[src/rtl/fdd_outreg_pkg.sv]
package fdd_outreg_pkg;
  localparam int unsigned UNITS = 4;

  typedef struct packed {
    logic regWr;
    logic motorChg;
    logic motorOnNow;
    logic abort;
    logic rstFall;
    logic rstRise;
    logic schedShort;
    logic schedLong;
  } fdoStrobes_t;
endpackage

[src/rtl/fdd_outreg_ctl.sv]
module fdd_outreg_ctl
  import fdd_outreg_pkg::*;
(
  input  logic              clk,
  input  logic              rstN,
  input  logic              wrEn,
  input  logic [7:0]        wrData,
  input  logic [7:0]        regVal,
  input  logic              regValid,
  input  logic [1:0]        curUnit,
  input  logic [UNITS-1:0]  drvPresent,
  input  logic              seqBusy,
  output fdoStrobes_t       stb
);
  logic [7:0]       oldVal;
  logic [7:0]       chg;
  logic [UNITS-1:0] oldMotor;
  logic [UNITS-1:0] newMotor;
  logic             oldAct;
  logic             newAct;

  always_comb begin
    oldVal   = regValid ? regVal : ~wrData;
    chg      = wrData ^ oldVal;
    oldMotor = regVal[7:4];
    newMotor = wrData[7:4];
    oldAct   = oldMotor[curUnit] & drvPresent[curUnit];
    newAct   = newMotor[curUnit] & drvPresent[curUnit];

    stb            = '0;
    stb.regWr      = wrEn;
    stb.motorChg   = wrEn && (|chg[7:4]) && (oldAct != newAct);
    stb.motorOnNow = newAct;
    stb.abort      = stb.motorChg && !newAct && seqBusy;
    stb.rstFall    = wrEn && chg[2] && !wrData[2];
    stb.rstRise    = wrEn && chg[2] && wrData[2];
    stb.schedShort = stb.rstRise;
    stb.schedLong  = stb.motorChg;
  end

  // override-only writes after the first one produce no action
  a_r8_override_only_quiet: assert property (@(posedge clk) disable iff (!rstN)
    (wrEn && regValid && wrData[7:4] == regVal[7:4] && wrData[2] == regVal[2])
      |-> !(stb.rstFall || stb.rstRise || stb.motorChg || stb.schedShort || stb.schedLong));

  // abort only ever accompanies a motor stop
  a_r7_abort_needs_stop: assert property (@(posedge clk) disable iff (!rstN)
    stb.abort |-> (stb.motorChg && !stb.motorOnNow));
endmodule

[src/rtl/fdd_outreg_dp.sv]
module fdd_outreg_dp
  import fdd_outreg_pkg::*;
#(
  parameter int unsigned SHORT_DLY = 4,
  parameter int unsigned LONG_DLY  = 24
) (
  input  logic              clk,
  input  logic              rstN,
  input  fdoStrobes_t       stb,
  input  logic [7:0]        wrData,
  input  logic [7:0]        st0In,
  input  logic [UNITS-1:0]  drvPresent,
  input  logic [UNITS-1:0]  drvReady,
  input  logic [UNITS-1:0]  drvChanged,
  output logic [7:0]        regVal,
  output logic              regValid,
  output logic              seqResetPulse,
  output logic              resultLoad,
  output logic              abortExec,
  output logic              st0Wr,
  output logic [7:0]        st0Next,
  output logic              irqFire,
  output logic [7:0]        dirData
);
  localparam int unsigned MAX_DLY = (LONG_DLY > SHORT_DLY) ? LONG_DLY : SHORT_DLY;
  localparam int unsigned CNT_W   = $clog2(MAX_DLY + 1);

  logic [CNT_W-1:0] cnt;
  logic [7:0]       st0Calc;
  logic [1:0]       sel;
  logic [UNITS-1:0] motorBits;

  always_comb begin
    st0Calc = st0In;
    if (stb.motorChg) st0Calc[3] = ~stb.motorOnNow;
    if (stb.abort)    st0Calc    = st0Calc | 8'hC0;
    if (stb.rstRise)  st0Calc    = 8'hC0 | (st0Calc & 8'h3F);
    if (stb.rstFall)  st0Calc    = 8'h00;
  end

  always_ff @(posedge clk) begin
    if (!rstN) begin
      regVal        <= '0;
      regValid      <= 1'b0;
      seqResetPulse <= 1'b0;
      resultLoad    <= 1'b0;
      abortExec     <= 1'b0;
      st0Wr         <= 1'b0;
      st0Next       <= '0;
      cnt           <= '0;
      irqFire       <= 1'b0;
    end else begin
      seqResetPulse <= stb.rstFall;
      resultLoad    <= stb.rstRise;
      abortExec     <= stb.abort;
      st0Wr         <= stb.motorChg | stb.rstRise | stb.rstFall;
      if (stb.motorChg | stb.rstRise | stb.rstFall) st0Next <= st0Calc;
      if (stb.regWr) begin
        regVal   <= wrData;
        regValid <= 1'b1;
      end
      irqFire <= 1'b0;
      if (stb.schedShort)     cnt <= CNT_W'(SHORT_DLY);
      else if (stb.schedLong) cnt <= CNT_W'(LONG_DLY);
      else if (cnt != '0) begin
        cnt <= cnt - CNT_W'(1);
        if (cnt == CNT_W'(1)) irqFire <= 1'b1;
      end
    end
  end

  assign sel       = regVal[1:0];
  assign motorBits = regVal[7:4];
  assign dirData   = {regValid & drvPresent[sel] & motorBits[sel]
                      & (~drvReady[sel] | drvChanged[sel]), 7'b0};

  // a sampled write is visible from the next cycle
  a_r2_write_visible: assert property (@(posedge clk) disable iff (!rstN)
    stb.regWr |=> (regValid && regVal == $past(wrData)));

  // partial reset clears status byte 0 and excludes a result load
  a_r4_reset_clears_st0: assert property (@(posedge clk) disable iff (!rstN)
    seqResetPulse |-> (st0Wr && st0Next == 8'h00 && !resultLoad));

  // leaving reset loads a result with the top two status bits set
  a_r5_result_top_bits: assert property (@(posedge clk) disable iff (!rstN)
    resultLoad |-> (st0Wr && st0Next[7:6] == 2'b11));

  // an abort reports the stop in status byte 0
  a_r7_abort_status: assert property (@(posedge clk) disable iff (!rstN)
    (abortExec && !seqResetPulse) |-> (st0Next[7:6] == 2'b11 && st0Next[3]));

  // countdown steps by one when not re-armed
  a_r10_count_step: assert property (@(posedge clk) disable iff (!rstN)
    (cnt > CNT_W'(1) && !stb.schedShort && !stb.schedLong) |=> (cnt == $past(cnt) - CNT_W'(1)));

  // the pulse appears only on expiry
  a_r10_fire_on_expiry: assert property (@(posedge clk) disable iff (!rstN)
    irqFire |-> ($past(cnt) == CNT_W'(1) && cnt == '0));

  // the input register only ever uses bit 7
  always_comb begin
    a_r11_dir_bit7_only: assert (dirData[6:0] == 7'b0);
  end
endmodule

[src/rtl/fdd_outreg.sv]
module fdd_outreg
  import fdd_outreg_pkg::*;
#(
  parameter int unsigned SHORT_DLY = 4,
  parameter int unsigned LONG_DLY  = 24
) (
  input  logic       clk,
  input  logic       rstN,
  input  logic       wrEn,
  input  logic [7:0] wrData,
  input  logic [1:0] curUnit,
  input  logic       seqBusy,
  input  logic [7:0] st0In,
  input  logic [3:0] drvPresent,
  input  logic [3:0] drvReady,
  input  logic [3:0] drvChanged,
  output logic       regEnabled,
  output logic [3:0] motorOn,
  output logic       dmaOverride,
  output logic [1:0] unitOverride,
  output logic       seqResetPulse,
  output logic       resultLoad,
  output logic       abortExec,
  output logic       st0Wr,
  output logic [7:0] st0Next,
  output logic       irqFire,
  output logic [7:0] dirData
);
  fdoStrobes_t stb;
  logic [7:0]  regVal;
  logic        regValid;

  fdd_outreg_ctl u_ctl (
    .clk(clk), .rstN(rstN), .wrEn(wrEn), .wrData(wrData),
    .regVal(regVal), .regValid(regValid), .curUnit(curUnit),
    .drvPresent(drvPresent), .seqBusy(seqBusy), .stb(stb)
  );

  fdd_outreg_dp #(.SHORT_DLY(SHORT_DLY), .LONG_DLY(LONG_DLY)) u_dp (
    .clk(clk), .rstN(rstN), .stb(stb), .wrData(wrData), .st0In(st0In),
    .drvPresent(drvPresent), .drvReady(drvReady), .drvChanged(drvChanged),
    .regVal(regVal), .regValid(regValid), .seqResetPulse(seqResetPulse),
    .resultLoad(resultLoad), .abortExec(abortExec), .st0Wr(st0Wr),
    .st0Next(st0Next), .irqFire(irqFire), .dirData(dirData)
  );

  assign regEnabled   = regValid;
  assign motorOn      = regVal[7:4];
  assign dmaOverride  = regVal[3];
  assign unitOverride = regVal[1:0];
endmodule

[config.mk]
export PLATFORM = sky130hd
export DESIGN_NAME = fdd_outreg
export DESIGN_NICKNAME = d
export VERILOG_FILES = /design/src/rtl/fdd_outreg_pkg.sv /design/src/rtl/fdd_outreg_ctl.sv /design/src/rtl/fdd_outreg_dp.sv /design/src/rtl/fdd_outreg.sv
export SDC_FILE = /design/constraint.sdc
export NUM_CORES = 1
export LEC_CHECK = 0
export BUFFER_PORTS_ARGS = -buffer_cell sky130_fd_sc_hd__buf_4
export CORE_MARGIN = 3
export CORE_UTILIZATION = 31
export CTS_BUF_LIST = sky130_fd_sc_hd__clkbuf_16
export DETAILED_ROUTE_END_ITERATION = 16
export PLACE_DENSITY = 0.58
export SYNTH_ARGS = -nofsm -noshare
export SYNTH_HDL_FRONTEND = slang
export SYNTH_SLANG_ARGS = --single-unit
[constraint.sdc]
create_clock -name clk -period 2.4 [get_ports clk]
set_input_delay 0.48 -clock clk [delete_from_list [all_inputs] [get_ports clk]]
set_output_delay 0.48 -clock clk [all_outputs]
set_load 0.05 [all_outputs]
==> reports/qor.yml <==
num_vias: 1244
ctsResizeCount: 0
required_ps: 1920
clock_path_buffers: 2
postSynthCellCount: 162
fp.coreArea_um2: 4440
synth.most_common_cell: "dfxtp_1"
insertion_delay_ps: 260
hold_path_class: "primary input to flop"
crit_path_start_kind: "flop"
drtPass1Iterations: 4
syn_avg_cell_area_um2: 9.01
synth_edf_count: 0
ant_nets: 0
die_height_um: 74.6
crit_family: "flip-flops"
rr_startpoint: "u_dp.regVal[7]"
dp.cells: 259
fmax_mhz: 553
drt_iter0_markers: 42
drt-total-wl_um: 3240
via_per_inst: 4.73
cts_tree: "built"
dpl.hpwl_um: 2580
area_growth_pct: 32.0
h-tree-depth: 1
netlist_top_cells_area: "dfxtp_1, buf_4, mux2i_1, nor2_1, a21oi_1"
track_usage: 0.120
cp-startpoint: "u_dp.regVal[6]"
wire_per_inst_um: 12.3
slowest_delay_ps: 420
worst-setup-path-type: "flop to primary output"
setup.worst_path.end_class: "primary output"
reg2reg_depth: 6
r2r-end: "u_dp.st0Next[1]"
peakVddDrop_uv: 340
io_pins: 63
critical_path_arrival_ps: 1330
synth-warning-count: 0
grt_overflow_total: 0
async_reset_ff_frac: 0
final_hold_viol_count: 0
max-slew-margin-rel: 0.660
cap_violations: 0
slowest_stage: "dfxtp_1"
fin_cells: 263
worstMarginPinSlew_ps: 507
tns_ps: 0
r2r_setup_slack_ps: 660
final_max_slew_viol_count: 0
clock-sinks: 27
ys_types: 43
min_from: "wrData[1]"
drive_above_1_share: 0.322
postCtsHoldBufs: 0
clock_skew_ps: 6.79
seq_area_frac_synth: 0.370
synth.largest_area_cell: "dfxtp_1"
grt_antenna_before_repair: 0
layout.nets: 248
rsz0062_at_grt: "no"
dieArea_um2: 5570
p_leak_nw: 0.895
fin_crit_ps: 1810
path_buf_inv: 1
postCtsSetupBuffers: 0
yosysTopAreaCellShare: 0.370
fill_cells: 454
start_util: 0.329
cts-root-buf: "clkbuf_16"
port-buffer-count: 55
min_period_over_period: 0.753
drcViolationCount: 0
synth_ff_type: "dfxtp_1"
fp-row-count: 24
gp_congestion: 0.739
cts_buffers: 3
grt_max_degree: 18
p_per_area_nw_per_um2: 750
grt_pass1_vias: 1132
antenna_cells: 0
path_max_fanout: 5
clk_pin_slew_ps: 70
setup_viol: 0
crit_end: "dirData[7]"
syn_area_um2: 1460
synthTopCellsByCount: "dfxtp_1, nor2_1, a21oi_1, buf_4, inv_1"
status: "complete, no violations"
worst-path-stages: 4
cp_cell_sequence: "nand3_1 -> o211ai_1 -> o311a_1 -> buf_4"
fp.dieW_um: 74.6
grt_pass1_wl_um: 5130
ys_seq_elements: 27
registers in the layout (all words and copies together) (netlist names):
name / count
u_dp.st0Next: 8
u_dp.abortExec: 1
u_dp.regVal: 8
u_dp.irqFire: 1
u_dp.resultLoad: 1
u_dp.cnt: 5
u_dp.seqResetPulse: 1
u_dp.st0Wr: 1
u_dp.regValid: 1
worst min-delay path, cell delays in order:
cell and delay, ps:
buf_4 70, mux2i_1 50, nor2_1 70
cell usage in the layout, fill, tap and decap left out, drive strengths merged, types with 7 or more instances in the layout:
cell type	n
buf	56
nor2	20
nand2b	9
dfxtp	27
nand2	8
conb	7
inv	10
nand3	9
mux2i	9
a21oi	13
per-stage QoR:
stage | cell area (um2) | hold slack (ps) | util | power [mW] | worst slack [ps]
final | 1930 | 453 | 0.434 | 1.45 | 593
after global routing | 1930 | 449 | 0.434 | 1.55 | 493
after detailed placement | 1850 | 461 | 0.416 | 1.08 | 380
after CTS | 1930 | 446 | 0.434 | 1.47 | 588
after global placement | 1850 | 464 | 0.416 | 1.08 | 377
after floorplan | 1480 | 481 | - | 0.966 | 611
cells by family after synthesis:
kind of cell    synth area share
other cells              0.00257
compound gates             0.153
mux                        0.111
buf+inv                    0.111
simple gates               0.199
flops                      0.370
fa+ha+maj                 0.0171
xor+xnor                  0.0369
worst min path at each step:
stage | slack [ps] | depth (start not counted) | to
finish | 450 | 3 | u_dp.regVal[1]
global route | 450 | 3 | u_dp.regVal[3]
CTS | 450 | 3 | u_dp.regVal[1]
detailed placement | 460 | 2 | u_dp.st0Next[4]
global placement | 460 | 2 | u_dp.st0Next[4]
floorplan | 480 | 2 | u_dp.cnt[4]
layout make-up:
| class | count | area (um2) | share of cell area |
|---|---|---|---|
| Multi-Input combinational cell | 113 | 779 | 0.405 |
| Sequential cell | 27 | 541 | 0.281 |
| Timing Repair Buffer | 56 | 420 | 0.218 |
| Clock buffer | 3 | 75.1 | 0.0390 |
| Tap cell | 52 | 65.1 | 0.0338 |
| Inverter | 11 | 41.3 | 0.0214 |
| Clock inverter | 1 | 5.00 | 0.00260 |
layer usage:
metal  up-vias  share of wire  GRT usage
li1        635              -          -
met1       574           0.39      0.140
met2        33           0.53      0.216
met3         2          0.068     0.0347
met4         0         0.0074     0.0296
met5         -              0          0
report_power, final:
part	switching [mW]	internal, mW
Sequential	0.0460	0.503
Clock	0.149	0.225
Combinational	0.307	0.216
Power figures use the tool's default switching activity.
